File: src/rtl/vbi_anc_pkg.sv
package vbi_anc_pkg;

   typedef enum logic [3:0] {
      PS_SEEK,   // waiting for a timing code
      PS_STAT,   // next byte is the timing status byte
      PS_HUNT,   // skipping idle bytes, looking for the preamble
      PS_IDENT,  // data identifier
      PS_SVC,    // service selector
      PS_COUNT,  // word count
      PS_TAG0,   // internal identifier, line-carrying byte
      PS_TAG1,   // internal identifier, ignored byte
      PS_BODY    // data, checksum and fill
   } pstate_t;

   typedef enum logic [2:0] {
      SVC_NONE = 3'd0,
      SVC_TTX  = 3'd1,
      SVC_WSS  = 3'd2,
      SVC_CC   = 3'd3,
      SVC_VPS  = 3'd4
   } svc_t;

   localparam logic [7:0] ID_FIELD1 = 8'h91;
   localparam logic [7:0] ID_FIELD2 = 8'h55;
   localparam int         TAG_LINE_W = 6;

   function automatic logic has_odd_ones(input logic [7:0] b);
      return ^b;
   endfunction

endpackage

File: src/rtl/vbi_byte_hist.sv
module vbi_byte_hist (
   input  logic       clk,
   input  logic       rst_n,
   input  logic       in_valid,
   input  logic [7:0] in_byte,
   output logic       code_hit,
   output logic       pre_hit
);
   logic [7:0] prev1;   // most recent accepted byte
   logic [7:0] prev2;   // the one before it

   always_ff @(posedge clk or negedge rst_n) begin
      if (!rst_n) begin
         prev1 <= 8'h00;
         prev2 <= 8'h00;
      end else if (in_valid) begin
         prev1 <= in_byte;
         prev2 <= prev1;
      end
   end

   assign code_hit = in_valid && (prev2 == 8'hFF) && (prev1 == 8'h00) && (in_byte == 8'h00);
   assign pre_hit  = in_valid && (prev2 == 8'h00) && (prev1 == 8'hFF) && (in_byte == 8'hFF);

endmodule

File: src/rtl/vbi_svc_map.sv
module vbi_svc_map
   import vbi_anc_pkg::*;
(
   input  logic [3:0] sel,
   output svc_t       svc,
   output logic       known,
   output logic       is_cc
);
   always_comb begin
      known = 1'b1;
      unique case (sel)
         4'd1:    svc = SVC_TTX;
         4'd4:    svc = SVC_WSS;
         4'd6:    svc = SVC_CC;
         4'd9:    svc = SVC_VPS;
         default: begin
            svc   = SVC_NONE;
            known = 1'b0;
         end
      endcase
      is_cc = (svc == SVC_CC);
   end
endmodule

File: src/rtl/vbi_anc_parser.sv
module vbi_anc_parser
   import vbi_anc_pkg::*;
#(
   parameter int LINE_W     = 10,
   parameter int NN_W       = 6,
   parameter bit BLANK_ONLY = 1'b1
) (
   input  logic              clk,
   input  logic              rst_n,
   input  logic              in_valid,
   input  logic [7:0]        in_byte,
   input  logic [LINE_W-1:0] line_offset,
   output logic              pay_valid,
   output logic [7:0]        pay_byte,
   output logic              done,
   output logic [2:0]        rpt_type,
   output logic [LINE_W-1:0] rpt_line,
   output logic              rpt_second,
   output logic              rpt_err
);
   localparam int CNT_W = NN_W + 2;   // holds 4*NN - 1

   if (LINE_W < TAG_LINE_W) begin : g_bad_line_w
      $error("LINE_W must be at least %0d", TAG_LINE_W);
   end
   if (NN_W < 1 || NN_W > 6) begin : g_bad_nn_w
      $error("NN_W must lie in 1..6");
   end

   logic code_hit, pre_hit;
   vbi_byte_hist u_hist (
      .clk      (clk),
      .rst_n    (rst_n),
      .in_valid (in_valid),
      .in_byte  (in_byte),
      .code_hit (code_hit),
      .pre_hit  (pre_hit)
   );

   svc_t map_svc;
   logic map_known, map_cc;
   vbi_svc_map u_map (
      .sel   (in_byte[3:0]),
      .svc   (map_svc),
      .known (map_known),
      .is_cc (map_cc)
   );

   logic stat_ok;
   if (BLANK_ONLY) begin : g_blank_only
      assign stat_ok = in_byte[5];
   end else begin : g_any_line
      assign stat_ok = 1'b1;
   end

   pstate_t                 st;
   logic                    second_r, err_r, cc_r;
   svc_t                    svc_r;
   logic [TAG_LINE_W-1:0]   tag_r;
   logic [NN_W-1:0]         nn_r;
   logic [CNT_W-1:0]        cnt_r;

   logic [CNT_W-1:0] nn_ext, last_idx;
   logic             in_data, at_ck, at_last, fin_err;
   assign nn_ext   = CNT_W'(nn_r);
   assign last_idx = (nn_r == '0) ? '0 : CNT_W'((nn_ext << 2) - 1'b1);
   assign in_data  = cnt_r < nn_ext;
   assign at_ck    = cnt_r == nn_ext;
   assign at_last  = cnt_r == last_idx;
   assign fin_err  = err_r || (cc_r && (nn_r < NN_W'(2)));

   always_ff @(posedge clk or negedge rst_n) begin
      if (!rst_n) begin
         st         <= PS_SEEK;
         second_r   <= 1'b0;
         err_r      <= 1'b0;
         cc_r       <= 1'b0;
         svc_r      <= SVC_NONE;
         tag_r      <= '0;
         nn_r       <= '0;
         cnt_r      <= '0;
         pay_valid  <= 1'b0;
         pay_byte   <= 8'h00;
         done       <= 1'b0;
         rpt_type   <= 3'd0;
         rpt_line   <= '0;
         rpt_second <= 1'b0;
         rpt_err    <= 1'b0;
      end else begin
         done      <= 1'b0;
         pay_valid <= 1'b0;
         if (in_valid) begin
            if (code_hit) begin
               st <= PS_STAT;
            end else begin
               unique case (st)
                  PS_SEEK: st <= PS_SEEK;
                  PS_STAT: st <= stat_ok ? PS_HUNT : PS_SEEK;
                  PS_HUNT: if (pre_hit) st <= PS_IDENT;
                  PS_IDENT: begin
                     if (in_byte == ID_FIELD1 || in_byte == ID_FIELD2) begin
                        second_r <= (in_byte == ID_FIELD2);
                        st       <= PS_SVC;
                     end else begin
                        done       <= 1'b1;
                        rpt_type   <= 3'd0;
                        rpt_line   <= '0;
                        rpt_second <= 1'b0;
                        rpt_err    <= 1'b1;
                        st         <= PS_SEEK;
                     end
                  end
                  PS_SVC: begin
                     svc_r <= map_svc;
                     cc_r  <= map_cc;
                     err_r <= !map_known;
                     st    <= PS_COUNT;
                  end
                  PS_COUNT: begin
                     nn_r <= in_byte[NN_W-1:0];
                     st   <= PS_TAG0;
                  end
                  PS_TAG0: begin
                     tag_r <= in_byte[TAG_LINE_W-1:0];
                     st    <= PS_TAG1;
                  end
                  PS_TAG1: begin
                     cnt_r <= '0;
                     st    <= PS_BODY;
                  end
                  PS_BODY: begin
                     cnt_r <= cnt_r + 1'b1;
                     if (in_data) begin
                        pay_valid <= 1'b1;
                        pay_byte  <= in_byte;
                        if (cc_r && cnt_r < CNT_W'(2) && !has_odd_ones(in_byte))
                           err_r <= 1'b1;
                     end
                     if (at_ck) begin
                        done       <= 1'b1;
                        rpt_err    <= fin_err;
                        rpt_type   <= fin_err ? 3'd0 : 3'(svc_r);
                        rpt_line   <= fin_err ? '0 : LINE_W'(tag_r) + line_offset;
                        rpt_second <= fin_err ? 1'b0 : second_r;
                     end
                     if (at_last) st <= PS_SEEK;
                  end
                  default: st <= PS_SEEK;
               endcase
            end
         end
      end
   end

   // ---------------- assertions ----------------
   AST_DONE_SINGLE: assert property (@(posedge clk) disable iff (!rst_n)
      done |=> !done);
   AST_ERR_ZEROES: assert property (@(posedge clk) disable iff (!rst_n)
      (done && rpt_err) |-> (rpt_type == 3'd0 && rpt_line == '0 && !rpt_second));
   AST_RESULT_HOLD: assert property (@(posedge clk) disable iff (!rst_n)
      !done |-> ($stable(rpt_type) && $stable(rpt_line) && $stable(rpt_second) && $stable(rpt_err)));
   AST_BYTE_NEEDED: assert property (@(posedge clk) disable iff (!rst_n)
      (pay_valid || done) |-> $past(in_valid));
   AST_TYPE_RANGE: assert property (@(posedge clk) disable iff (!rst_n)
      rpt_type <= 3'd4);
   AST_PAY_NOT_CHECK: assert property (@(posedge clk) disable iff (!rst_n)
      !(pay_valid && done));

endmodule

File: config.mk
export PLATFORM = sky130hd
export DESIGN_NAME = vbi_anc_parser
export DESIGN_NICKNAME = d
export VERILOG_FILES = /design/src/rtl/vbi_anc_pkg.sv /design/src/rtl/vbi_byte_hist.sv /design/src/rtl/vbi_svc_map.sv /design/src/rtl/vbi_anc_parser.sv
export SDC_FILE = /design/constraint.sdc
export NUM_CORES = 1
export LEC_CHECK = 0
export ABC_AREA = 1
export BUFFER_PORTS_ARGS = -buffer_cell sky130_fd_sc_hd__buf_2
export CAP_MARGIN = 20
export CORE_MARGIN = 2
export CORE_UTILIZATION = 59
export CTS_CLUSTER_DIAMETER = 80
export DETAILED_ROUTE_END_ITERATION = 8
export GPL_ROUTABILITY_DRIVEN = 1
export PLACE_DENSITY_LB_ADDON = 0.3
export SLEW_MARGIN = 25
export SYNTH_ARGS = -nofsm -noshare
export SYNTH_HDL_FRONTEND = slang
export SYNTH_HIERARCHICAL = 1
export SYNTH_SLANG_ARGS = --single-unit
File: constraint.sdc
create_clock -name clk -period 2.7 [get_ports clk]
set_clock_uncertainty 0.1 [all_clocks]
set_input_delay 0.54 -clock clk [delete_from_list [all_inputs] [get_ports clk]]
set_output_delay 0.54 -clock clk [all_outputs]
set_load 0.05 [all_outputs]
==> impl_summary.md <==
Routing
The number of nets still failing antenna checks after routing is 0. The via total after detailed routing is 3,548. For this block, the initial DRC count from the detailed router was 224.

After detailed routing, the number of vias per cell comes to 5.409. The post-detailed-route wirelength per cell is 14.30 um. For this run, the detailed router's first-pass iteration total came to 5. The number of DRC violations after detailed routing is 0. The total detailed-routing wirelength is 9378 um.

Timing
Setup slack on the critical path of the routed design comes to 0.3101 ns. The final period utilization is 0.8851. For the pin with the worst max-slew slack, the measured transition is 0.6432 ns.

The total negative setup slack is 0 ns. Based on the critical path, the design can be clocked at up to 418.4 MHz. Setup violations remaining at the end of the flow were counted as 0. The number of pins with negative max-slew slack in the final report came to 0. Setup repair after global routing left no endpoint under its margin. After layout, the minimum clock period comes to 2.390 ns. In this run the tightest slew margin relative to its limit is 0.5712. The final hold violation count was 0.

The tightest hold path in the finished design has a slack of 0.09784 ns.

Die
The count of pins on the block boundary is 46. The horizontal extent of the die is 86.62 um. The area of the core is 6681 um^2.

The die covers 7503 um^2. In this run the vertical extent of the chip is 86.62 um. After floorplanning, the core was divided into 30 placement rows. The initial utilization of the core area, before any placement, comes to 0.6028.

Logic synthesis
The multiplexer share of the synthesized area is 0.01118. The compound-cell area share of the yosys netlist is 0.08698. Synthesis instantiated 35 different standard cells from the library. Of the total synthesized cell area, the portion taken by XOR and XNOR cells is 0.02175. The total nets after synthesis is 564. The total of warnings raised by yosys is 6. The share of the Yosys chip area taken by registers is 0.4411. Summing every instance area after synthesis gives 4028 um^2.

The instance count of the mapped netlist is 521. The post-synthesis average cell area is 7.731 um^2. The flip-flop and latch count after synthesis is 71.

By area, the combinational part of the netlist is dominated by simple AND/OR/NAND/NOR gates. The simple-gate portion of the synthesized area is 0.2964. Of the total synthesized cell area, the portion taken by full adders, half adders and majority gates is 0.07021.

Min path
The class of the most critical hold timing path is primary input to async pin.

Place
The count of port buffers added during placement is 45. The detailed-placement wirelength estimate is 6859 um. The post-place setup slack is 0.1946 ns.

The instance area after placement is 4339 um^2. The final estimated routing congestion in global placement is 1.054. The placed cell count is 640.

Finish
The design area is 4524 um^2. The final layout net count is 614. The number of antenna diodes in the final layout is 0.

The flip-flop and latch area is 1777 um^2. The number of non-filler instances in the completed layout is 656. Of the cells placed in the final design, the portion with a size suffix greater than 1 is 0.1493.

Relative to the synthesized area, the layout overhead comes to 12.33%. The number of fill cells in the layout is 561. The total area of multi-input combinational cells is 1959 um^2.

CTS
The number of hold buffers added after CTS is 0. The clock tree root buffer cell is clkbuf_8. The CTS tree is built. The number of buffers inserted to repair setup after CTS is 0.

The clock tree synthesis step divided the H-tree into 3 levels. The CTS buffer count is 9. The clock-pin slew on the worst setup and hold paths is 0.08 ns.

Post-CTS repair changed the size of 0 cells. The buffer depth of the longest clock path is 2. The CTS sink count is 71.

The clock insertion delay at the later pin of the skew report is 0.36 ns.

Power
Of the total power, registers draw 0.524. In this run the static leakage power is 2.405 nW. The maximum vdd ir drop is 0.0003463 V. Of the total power, the share spent switching nets is 0.2768. The part of the total power dissipated in combinational logic is 0.100. In this run the power spent charging and discharging nets is 0.5924 mW. Internal power comes to 1.548 mW.

In this run the power density over the cells is 473.1 nW/um^2. The share of power burned in the clock network is 0.376.

Critical path
The arrival time of the worst setup path is 2.59 ns. By startpoint and endpoint, the worst setup path is classified as flop to flop. The highest net fanout along the worst path is 16. The required time of the critical path is 2.90 ns. The setup slack of the most critical reg-to-reg path is 0.31 ns.

The sort of element at the end of the critical path is a flop. The startpoint kind of the worst setup timing path is a flop.

GRT
The via count of the first global-routing pass is 3,387. The global-route usage over all layers is 0.2738. The number of antenna violations at the first check in global routing was 0.

The pin count of the biggest net entering global routing is 46. The total overflow reported by the global router is 0. The first global-routing pass estimated 15,900 um of wire.

Run status
The flow ran to the end, and the final reports show no timing, DRC or antenna violations.

Run
The tool flagged a number of max-cap violations equal to 0.
-- final cells by class --
class                      count  area share
clock buffer                  12     0.03429
sequential                    71      0.3927
tap                           80     0.02212
timing repair buffer          48     0.05752
clock inverter                 4    0.006637
inverter                      64     0.05365
multi-input combinational    377      0.4331
-- power groups by stage --
stage / registers [mW] / clock network [mW] / logic [mW]
detailed placement: 1.14 / 0 / 0.215
finish: 1.12 / 0.804 / 0.214
floorplan: 1.17 / 0 / 0.0992
global route: 1.13 / 0.863 / 0.241
global placement: 1.14 / 0 / 0.211
CTS: 1.12 / 0.809 / 0.216
-- through the flow --
| step | power (mW) | util |
|---|---|---|
| final | 2.140 | 0.6772 |
| after global routing | 2.229 | 0.6772 |
| after CTS | 2.147 | 0.6772 |
| after detailed placement | 1.357 | 0.6494 |
| after global placement | 1.353 | 0.6494 |
| after floorplan | 1.269 | - |
-- sequential cells by signal, summed over array words and instances, names as in the netlist, 3 cells and up --
signal        count
nn_r              6
u_hist/prev1      8
svc_r             3
pay_byte          8
rpt_type          3
u_hist/prev2      8
st                4
tag_r             6
cnt_r             8
rpt_line         10
-- routing by layer --
metal,share of wire,vias to the layer above,GRT usage
li1,-,1779,-
met1,0.45,1641,0.3547
met2,0.48,111,0.4545
met3,0.052,17,0.06762
met4,0.020,0,0.08523
met5,0,-,0
-- logic make-up (layout without fill, tap and decap cells) --
| logic type | Yosys count | in the layout |
|---|---|---|
| multiplexers | 4 | 4 |
| flip-flops | 71 | 71 |
| XOR/XNOR | 10 | 10 |
| AND/OR/NAND/NOR | 277 | 277 |
| adder cells (fa/ha/maj) | 22 | 22 |
| AO/OA/AOI/OAI | 64 | 64 |
| buffers and inverters | 73 | 128 |
-- cell usage in the layout, fill, tap and decap left out, types with 2 or more instances in the layout --
cell and instances:
nand4_1 15, o21ai_1 15, nand2_1 165, o31ai_1 2, a21oi_1 12, clkinv_4 2
nor2_1 46, buf_2 45, mux2_2 4, nor4_1 2, nor2_2 3, inv_1 58
a22o_1 4, a31oi_1 2, dfrtp_1 71, clkbuf_8 11, ha_1 21, nor3_4 2
buf_4 2, inv_2 5, nor3_1 5, o21ai_0 26, xnor2_1 5, nand2_2 5
nand3_1 30, xor2_1 5
-- path summary, 6_finish.rpt --
path,startpoint,endpoint,cells after the start
setup / recovery,nn_r[4],rpt_line[6],12
hold / removal,rst_n,rpt_line[2],1
setup reg to reg,nn_r[4],rpt_line[6],12
hold reg to reg,rpt_line[8],rpt_line[8],2
max in group asynchronous,rst_n,u_hist/prev2[5],2
min in group clk,in_byte[7],u_hist/prev1[7],3
-- synth_stat cells, drive strengths merged --
cell type | n | share of area
a21o | 1 | 0.0019
a21oi | 12 | 0.015
a22o | 4 | 0.0087
a31oi | 2 | 0.0031
and3 | 1 | 0.0016
buf | 5 | 0.0084
clkbuf | 4 | 0.0037
dfrtp | 71 | 0.44
fa | 1 | 0.0050
ha | 21 | 0.065
inv | 64 | 0.060
mux2 | 4 | 0.011
nand2 | 171 | 0.16
nand3 | 31 | 0.040
nand4 | 15 | 0.023
nor2 | 49 | 0.048
nor3 | 8 | 0.017
nor4 | 2 | 0.0031
o211ai | 1 | 0.0019
o21a | 1 | 0.0019
o21ai | 41 | 0.051
o31ai | 2 | 0.0037
xnor2 | 5 | 0.011
xor2 | 5 | 0.011
-- critical path: stages (launching register included) --
cell	delay (ns)
dfrtp_1	0.43
inv_1	0.10
ha_1	0.29
nand2_1	0.05
nor3_1	0.25
nand3_2	0.11
nand2_2	0.09
nand2_4	0.14
nor3_4	0.46
inv_4	0.11
nor2_2	0.10
nand2_1	0.05
nand2_1	0.06
Note: power is estimated with default switching activity, not from simulation.
